**src/rtl/opnd_pkg.sv**
```systemverilog
package opnd_pkg;
  localparam int unsigned CODE_W = 6;
  localparam int unsigned NGPR   = 8;
  localparam int unsigned GSEL_W = $clog2(NGPR);
  localparam int unsigned RIDX_W = 4;
  localparam logic [RIDX_W-1:0] RIDX_SP  = 4'd8;
  localparam logic [RIDX_W-1:0] RIDX_PC  = 4'd9;
  localparam logic [RIDX_W-1:0] RIDX_OVF = 4'd10;

  typedef enum logic [1:0] {
    K_REG = 2'd0,
    K_MEM = 2'd1,
    K_LIT = 2'd2,
    K_NXT = 2'd3
  } opnd_kind_e;

  typedef enum logic [3:0] {
    M_GPR, M_IND, M_IDX, M_POP, M_PEEK, M_PUSH,
    M_SP, M_PC, M_OVF, M_NWIND, M_NWIMM, M_LIT
  } opnd_mode_e;
endpackage

```
**src/rtl/opnd_classify.sv**
```systemverilog
module opnd_classify
  import opnd_pkg::*;
(
  input  logic [CODE_W-1:0] code,
  output opnd_mode_e        mode,
  output logic [GSEL_W-1:0] gsel
);
  always_comb begin
    gsel = code[GSEL_W-1:0];
    mode = M_GPR;
    if (code[5]) begin
      mode = M_LIT;
    end else begin
      unique case (code[4:3])
        2'd0: mode = M_GPR;
        2'd1: mode = M_IND;
        2'd2: mode = M_IDX;
        default: begin
          unique case (code[2:0])
            3'd0: mode = M_POP;
            3'd1: mode = M_PEEK;
            3'd2: mode = M_PUSH;
            3'd3: mode = M_SP;
            3'd4: mode = M_PC;
            3'd5: mode = M_OVF;
            3'd6: mode = M_NWIND;
            default: mode = M_NWIMM;
          endcase
        end
      endcase
    end
  end
endmodule

```
**src/rtl/opnd_eagen.sv**
```systemverilog
module opnd_eagen
  import opnd_pkg::*;
#(
  parameter int unsigned DW = 16
) (
  input  opnd_mode_e         mode,
  input  logic [GSEL_W-1:0]  gsel,
  input  logic [NGPR*DW-1:0] gpr_flat,
  input  logic [DW-1:0]      sp_cur,
  input  logic [DW-1:0]      pc_cur,
  input  logic [DW-1:0]      nw_data,
  output opnd_kind_e         kind,
  output logic [RIDX_W-1:0]  ridx,
  output logic [DW-1:0]      addr,
  output logic [DW-1:0]      sp_nxt,
  output logic [DW-1:0]      pc_nxt,
  output logic               extra,
  output logic               writable
);
  localparam logic [DW-1:0] ONE = DW'(1);

  logic [DW-1:0] gval;
  logic [DW-1:0] sp_dec;
  logic [DW-1:0] pc_inc;

  assign gval   = gpr_flat[int'(gsel)*DW +: DW];
  assign sp_dec = sp_cur - ONE;
  assign pc_inc = pc_cur + ONE;

  always_comb begin
    kind     = K_MEM;
    ridx     = '0;
    addr     = '0;
    sp_nxt   = sp_cur;
    pc_nxt   = pc_cur;
    extra    = 1'b0;
    writable = 1'b1;
    unique case (mode)
      M_GPR: begin
        kind = K_REG;
        ridx = RIDX_W'(gsel);
      end
      M_IND:  addr = gval;
      M_IDX: begin
        addr   = nw_data + gval;
        pc_nxt = pc_inc;
        extra  = 1'b1;
      end
      M_POP: begin
        addr   = sp_cur;
        sp_nxt = sp_cur + ONE;
      end
      M_PEEK: addr = sp_cur;
      M_PUSH: begin
        addr   = sp_dec;
        sp_nxt = sp_dec;
      end
      M_SP: begin
        kind = K_REG;
        ridx = RIDX_SP;
      end
      M_PC: begin
        kind = K_REG;
        ridx = RIDX_PC;
      end
      M_OVF: begin
        kind = K_REG;
        ridx = RIDX_OVF;
      end
      M_NWIND: begin
        addr   = nw_data;
        pc_nxt = pc_inc;
        extra  = 1'b1;
      end
      M_NWIMM: begin
        kind   = K_NXT;
        addr   = pc_cur;
        pc_nxt = pc_inc;
        extra  = 1'b1;
      end
      default: begin
        kind     = K_LIT;
        writable = 1'b0;
      end
    endcase
  end
endmodule

```
**src/rtl/opnd_decode.sv**
```systemverilog
module opnd_decode
  import opnd_pkg::*;
#(
  parameter int unsigned DW = 16
) (
  input  logic                 clk,
  input  logic                 rst_n,
  input  logic                 dec_en,
  input  logic [CODE_W-1:0]    code,
  input  logic [NGPR*DW-1:0]   gpr_flat,
  input  logic [DW-1:0]        sp_cur,
  input  logic [DW-1:0]        pc_cur,
  input  logic [DW-1:0]        nw_data,
  output logic [DW-1:0]        nw_addr,
  output logic                 res_valid,
  output logic [1:0]           res_kind,
  output logic [RIDX_W-1:0]    res_ridx,
  output logic [DW-1:0]        res_addr,
  output logic [DW-1:0]        res_lit,
  output logic                 res_writable,
  output logic [DW-1:0]        res_sp,
  output logic [DW-1:0]        res_pc,
  output logic                 res_extra
);
  logic [1:0] rst_sync;
  logic       rst_q;

  always_ff @(posedge clk or negedge rst_n) begin
    if (!rst_n) rst_sync <= 2'b00;
    else        rst_sync <= {rst_sync[0], 1'b1};
  end
  assign rst_q = rst_sync[1];

  opnd_mode_e        mode;
  logic [GSEL_W-1:0] gsel;
  opnd_kind_e        kind_c;
  logic [RIDX_W-1:0] ridx_c;
  logic [DW-1:0]     addr_c, sp_c, pc_c;
  logic              extra_c, wr_c;

  opnd_classify u_cls (.code(code), .mode(mode), .gsel(gsel));

  opnd_eagen #(.DW(DW)) u_ea (
    .mode(mode), .gsel(gsel), .gpr_flat(gpr_flat),
    .sp_cur(sp_cur), .pc_cur(pc_cur), .nw_data(nw_data),
    .kind(kind_c), .ridx(ridx_c), .addr(addr_c),
    .sp_nxt(sp_c), .pc_nxt(pc_c), .extra(extra_c), .writable(wr_c)
  );

  assign nw_addr = pc_cur;

  logic [1:0]        kind_d;
  logic [RIDX_W-1:0] ridx_d;
  logic [DW-1:0]     addr_d, lit_d, sp_d, pc_d;
  logic              wr_d, extra_d;

  always_comb begin
    kind_d  = res_kind;
    ridx_d  = res_ridx;
    addr_d  = res_addr;
    lit_d   = res_lit;
    sp_d    = res_sp;
    pc_d    = res_pc;
    wr_d    = res_writable;
    extra_d = res_extra;
    if (dec_en) begin
      kind_d  = kind_c;
      ridx_d  = ridx_c;
      addr_d  = addr_c;
      sp_d    = sp_c;
      pc_d    = pc_c;
      wr_d    = wr_c;
      extra_d = extra_c;
      if (mode == M_LIT) lit_d = DW'(code[CODE_W-2:0]);
    end
  end

  always_ff @(posedge clk or negedge rst_n) begin
    if (!rst_n) begin
      res_valid    <= 1'b0;
      res_kind     <= '0;
      res_ridx     <= '0;
      res_addr     <= '0;
      res_lit      <= '0;
      res_sp       <= '0;
      res_pc       <= '0;
      res_writable <= 1'b0;
      res_extra    <= 1'b0;
    end else if (rst_q) begin
      res_valid    <= dec_en;
      res_kind     <= kind_d;
      res_ridx     <= ridx_d;
      res_addr     <= addr_d;
      res_lit      <= lit_d;
      res_sp       <= sp_d;
      res_pc       <= pc_d;
      res_writable <= wr_d;
      res_extra    <= extra_d;
    end
  end

  // constants never accept a write
  p_lit_ro_r8: assert property (@(posedge clk) disable iff (!rst_q)
    (res_valid && res_kind == 2'd2) |-> !res_writable);

  // extra cycle exactly when PC was consumed
  p_extra_pc_r7: assert property (@(posedge clk) disable iff (!rst_q)
    res_valid |-> (res_extra == (res_pc != $past(pc_cur))));

  // SP moves by at most one step
  p_sp_step_r5: assert property (@(posedge clk) disable iff (!rst_q)
    res_valid |-> (res_sp == $past(sp_cur) || res_sp == $past(sp_cur) + DW'(1)
                   || res_sp == $past(sp_cur) - DW'(1)));

  // register index stays in the defined range
  p_ridx_rng_r6: assert property (@(posedge clk) disable iff (!rst_q)
    (res_valid && res_kind == 2'd0) |-> (res_ridx <= RIDX_OVF));

  // results hold after an idle cycle
  p_hold_r10: assert property (@(posedge clk) disable iff (!rst_q)
    (rst_q && !dec_en) |=> (!res_valid && $stable(res_addr) && $stable(res_sp)
                            && $stable(res_pc) && $stable(res_lit)));
endmodule

```
**config.mk**
```make
export PLATFORM = sky130hd
export DESIGN_NAME = opnd_decode
export DESIGN_NICKNAME = d
export VERILOG_FILES = /design/src/rtl/opnd_pkg.sv /design/src/rtl/opnd_classify.sv /design/src/rtl/opnd_eagen.sv /design/src/rtl/opnd_decode.sv
export SDC_FILE = /design/constraint.sdc
export NUM_CORES = 1
export LEC_CHECK = 0
export BUFFER_PORTS_ARGS = -buffer_cell sky130_fd_sc_hd__buf_4
export CORE_MARGIN = 10
export CORE_UTILIZATION = 50
export CTS_BUF_LIST = sky130_fd_sc_hd__clkbuf_4 sky130_fd_sc_hd__clkbuf_8
export CTS_CLUSTER_DIAMETER = 150
export DETAILED_ROUTE_END_ITERATION = 7
export PLACE_DENSITY_LB_ADDON = 0.15
export SLEW_MARGIN = 15
export SYNTH_ARGS = -nofsm -noshare
export SYNTH_HDL_FRONTEND = slang
export SYNTH_HIERARCHICAL = 1
export SYNTH_SLANG_ARGS = --single-unit
```
**constraint.sdc**
```tcl
create_clock -name clk -period 1.4 [get_ports clk]
set_input_delay 0.07 -clock clk [delete_from_list [all_inputs] [get_ports clk]]
set_output_delay 0.07 -clock clk [all_outputs]
set_load 0.01 [all_outputs]
```
==> results of run 1 <==
kinds of logic after synthesis:
kind of cell	after synthesis	synth area share, %
buffers and inverters	84	8.13
xor gates and xnor gates	48	6.83
DFF	64	26.0
other	2	0.122
and+or+nand+nor	159	13.6
muxes	112	26.4
AOI/OAI and AO/OA	131	14.9
adders and majority gates	19	3.99
repair_timing:
item                                    4_1_cts
hold buffers                                  2
endpoints found under the hold margin        33
gates cloned                                  2
gates resized for setup                     130
pin swaps                                    43
buffers inserted                             21
endpoints found under the setup margin       61
Yosys cell counts (3+ instances only):
master     count  area share (%)
a21o_1        11             1.3
a21oi_1       21             1.7
a221o_1        3            0.49
a221oi_1       3            0.43
a222oi_1      12             2.0
a22oi_1        6            0.73
a31oi_1        8            0.81
and3_1         9            0.91
and4_1         5            0.71
buf_2         10            0.81
buf_4         30             3.7
buf_6          8             1.5
clkbuf_1      26             1.6
dfrtp_1       64              26
ha_1          18             3.7
inv_1          8            0.49
mux2_2        77              14
mux2i_1        3            0.49
mux4_2        31              11
nand2_1       42             2.6
nand2b_1       9            0.91
nand3_1       15             1.2
nand3b_1       4            0.49
nand4_1       11             1.1
nor2_1        30             1.8
nor2b_1        5            0.51
nor3_1        12            0.98
o2111ai_1      5            0.71
o211ai_1       7            0.85
o21a_1         3            0.37
o21ai_0       27             2.2
o22ai_1        4            0.41
o311ai_0       3            0.43
xnor2_1       31             4.4
xor2_1        17             2.4
stage by stage:
| step | setup TNS, ns | util, % | hold WS (ns) | setup WS [ns] |
|---|---|---|---|---|
| floorplan | -26.94 | - | -0.226 | -1.45 |
| global placement | -58.27 | 80.7 | 0.0267 | -1.55 |
| detailed placement | -63.88 | 80.7 | 0.0411 | -1.61 |
| CTS | -32.47 | 88.9 | 0.0633 | -1.07 |
per-layer routing:
layer,GRT overflow,track usage (%)
met5,0,35.2
met3,0,63.2
met2,8,87.0
met4,9,71.7
met1,0,68.6
==> results.ini, run 1 <==
[global_route]
grt_max_degree = 34
grtUsageTotal_pct = 72.2
antenna_found_initial = 5
grt-ovfl-total = 17

[die]
rows = 40
ioPinCount = 274
initial_core_util_pct = 51.2
die_h_um = 131
die_width_um = 131

[clock_network]
h-tree-depth = 3
cts-root-buf = clkbuf_8
clock_path_buffers = 2
numCtsBuffers = 9
cts_sinks = 64

[logic_synthesis]
syn_inst = 619
synth.distinct_cells = 65
synth-seq-area-share_pct = 26.0
syn_area_per_cell_um2 = 9.94
syn_area_um2 = 6150
synth_edf_count = 0
synth_seq_cells = 64
async_flop_share_pct = 100
ys.warnings.count = 6
synth_top_flop_cell = dfrtp_1

[placement]
dp_hpwl_um = 22900
placed_area_um2 = 9700
place.gp.congestion = 0.967
port_buffers = 262
placed_cells = 1149

[status]
stop_error = [ERROR GRT-0232] Routing congestion too high. Check the congestion heatmap in the GUI.
status = aborted with a tool error
lastStage = global routing (5_1_grt)

[sta]
crit_endpoint = res_addr[8]$_DFFE_PN0P_/D
worst_path_end_type = sequential cell input

==> inputs of run 2 (changes only) <==
Settings changed: CORE_UTILIZATION 50 to 35, CTS_BUF_LIST sky130_fd_sc_hd__clkbuf_4 sky130_fd_sc_hd__clkbuf_8 to not set, CTS_CLUSTER_DIAMETER 150 to not set.
==> results.ini, run 2 <==
[logic_synthesis]
synth.distinct_cells = 65  ; unchanged
synth_common_cells = 77 x mux2_2, 64 x dfrtp_1, 42 x nand2_1  ; unchanged
synth-seq-area-share_pct = 26.0  ; unchanged
yosys-top-cells-area = dfrtp_1 26%, mux2_2 14%, mux4_2 11%, xnor2_1 4.4%, buf_4 3.7%  ; unchanged
yosysTopAreaCell = dfrtp_1  ; unchanged
ys.warnings.count = 6  ; unchanged
yosys.area.top_type_share_pct = 26.0  ; unchanged
synth_top_flop_cell = dfrtp_1  ; unchanged
syn_area_um2 = 6150  ; unchanged
synth_seq_cells = 64  ; unchanged
synth_edf_count = 0  ; unchanged
syn_area_per_cell_um2 = 9.94  ; unchanged
async_flop_share_pct = 100  ; unchanged
synth.most_common_cell = mux2_2  ; unchanged
syn_inst = 619  ; unchanged

[final_layout]
nets = 1300
drive_above_1_share_pct = 71.3
multiInputGateArea_um2 = 5130
top_regs = res_addr: 16 flops, res_pc: 16 flops, res_sp: 16 flops
final_util_pct = 68.0
diodes = 0
layout.cells.non_filler = 1326
fill_cells = 1310
final_common_cell = buf_4
seqCellArea_um2 = 1600
syn2layout_area_growth_pct = 90.6
mostFrequentLayoutCells = 464 x buf_4, 64 x dfrtp_1, 43 x buf_6

[global_route]
grt_max_degree = 54
antenna_found_initial = 0
grt_pass1_wl_um = 43900
grt-ovfl-total = 0
grtUsageTotal_pct = 23.8
grt_pass1_vias = 7713

[worst_setup_path]
cp_max_fo = 5
cp_data_required_time_ns = 1.63
critPathKind = input port to flip-flop
arrival_ns = 2.76
worstSetupStartpointType = input port
endpoint_kind = flip-flop

[sta]
hold_violations = 0
fin_crit_sh_pct = 181
rsz0062_at_grt = true
period_needed_ns = 2.53
clock_skew_ns = 0.00597
max_freq_ghz = 0.395
setup_viol = 61
setup_ws_ns = -1.13
finalHoldWorstSlack_ns = 0.0230
finalMaxSlewViolations = 0

[drt]
num_vias = 7205
wl_per_cell_um = 22.9
wl_um = 30400
drt_iter0_markers = 453
remaining_drc_errors = 0
first_pass_iters = 5
vias_per_cell = 5.43
final_antenna_net_count = 0

[clock_network]
cts_sinks = 64  ; unchanged
clock_latency_ns = 0.35
cts_tree = done
numCtsBuffers = 9  ; unchanged
clock_path_buffers = 2  ; unchanged
h-tree-depth = 3  ; unchanged
clk_pin_slew_ns = 0.06
cts-root-buf = clkbuf_16  ; was clkbuf_8

[power_and_ir_drop]
switchingPower_w = 0.00318
power.share.clock_pct = 25.4
leakagePower_nw = 5.52
powerDensity_nw_per_um2 = 834
seqPwrFrac_pct = 24.7
p_comb_share_pct = 49.9
irDropWorstVdd_mv = 0.751
switching_share_pct = 32.5
cell_internal_pwr_w = 0.00660

[placement]
place.gp.congestion = 0.925  ; was 0.967
port_buffers = 262  ; unchanged
placed_cells = 1242  ; was 1149
dp_hpwl_um = 23700  ; was 22900 µm

[die]
fp.dieArea_um2 = 23300
ioPinCount = 274  ; unchanged
die_h_um = 153  ; was 131 µm
rows = 48  ; was 40
core_area_um2 = 17200
initial_core_util_pct = 35.7  ; was 51.2%
die_width_um = 153  ; was 131 µm

[hold_path]
hp-class = input port to flip-flop

[status]
status = complete, but fails checks  ; was aborted with a tool error
violations = negative setup slack

[run]
maxCapViolCount = 0

[run 2: cell counts after synthesis]
Identical to the previous run, type by type.
[run 2: area by class of cell]
class / instances / share of cell area (%)
multi-input combinational: 483 / 43.8
tap: 225 / 2.40
timing repair buffer: 530 / 37.2
inverter: 8 / 0.256
sequential: 64 / 13.7
clock inverter: 3 / 0.555
clock buffer: 13 / 2.13
[run 2: logic make-up after synthesis]
family	after synthesis	share of synthesized area [%]
compound gates	131	14.9
xor+xnor	48	6.83
fa+ha+maj	19	3.99
buf+inv	84	8.13
flops	64	26.0
mux	112	26.4
other cells	2	0.122
simple gates	159	13.6
[run 2: final timing paths]
kind	start	end	slack (ns)	depth (start not counted)
setup / recovery	code[0]	res_addr[8]$_DFFE_PN0P_	-1.13	15
hold / removal	code[3]	res_lit[3]$_DFFE_PN0P_	0.02	2
setup reg to reg	rst_sync[1]$_DFF_PN0_	res_addr[0]$_DFFE_PN0P_	0.08	3
hold reg to reg	rst_sync[0]$_DFF_PN0_	rst_sync[1]$_DFF_PN0_	0.37	0
max in group asynchronous	rst_n	res_sp[11]$_DFFE_PN0P_	0.71	3
min in group asynchronous	rst_n	res_addr[12]$_DFFE_PN0P_	0.12	2
[run 2: power by group through the flow]
| stage | registers [W] | clock network (W) | logic [W] |
|---|---|---|---|
| after detailed placement | 0.00242 | 0 | 0.00402 |
| after global routing | 0.00245 | 0.00261 | 0.00518 |
| after CTS | 0.00240 | 0.00252 | 0.00444 |
| after floorplan | 0.00254 | 0 | 0.00180 |
| final | 0.00241 | 0.00249 | 0.00488 |
| after global placement | 0.00240 | 0 | 0.00397 |
[run 2: metal layers]
| layer | routed length (µm) | up-vias | share of wire [%] | GRT usage [%] |
|---|---|---|---|---|
| li1 | - | 3275 | - | - |
| met1 | 12200 | 3620 | 40 | 27.9 |
| met2 | 15400 | 261 | 51 | 41.1 |
| met3 | 2100 | 49 | 6.9 | 6.66 |
| met4 | 715 | 0 | 2.4 | 6.90 |
| met5 | 0 | - | 0 | 0 |
[run 2: worst max-delay path: stages]
cell	delay, ns
buf_16	0.10
mux4_2	0.49
mux2_4	0.31
ha_4	0.17
inv_2	0.05
fa_2	0.22
nor2b_4	0.05
o211ai_1	0.17
buf_4	0.17
a21boi_4	0.06
o41ai_2	0.19
buf_4	0.18
xor2_1	0.16
o211ai_1	0.10
mux2_4	0.28
[run 2: timing repair]
action | in CTS | in global routing
endpoints found under the setup margin | 61 | 61
hold buffers | 2 | 0
gates resized for setup | 92 | 127
endpoints found under the hold margin | 65 | 0
setup buffers | 25 | 42
cloned | 3 | 3
pin swaps | 43 | 77
[run 2: metrics by stage]
step	setup TNS, ns	instance area (µm²)	setup slack [ns]	power (W)
2_1_floorplan	-26.94	6680	-1.45	0.00434
3_3_place_gp	-72.15	9920	-1.79	0.00637
3_5_place_dp	-74.38	9920	-1.78	0.00645
4_1_cts	-33.95	10900	-1.10	0.00936
5_1_grt	-53.70	11700	-1.26	0.0102
6_report	-50.10	11700	-1.13	0.00978
Power figures use the tool's default switching activity.
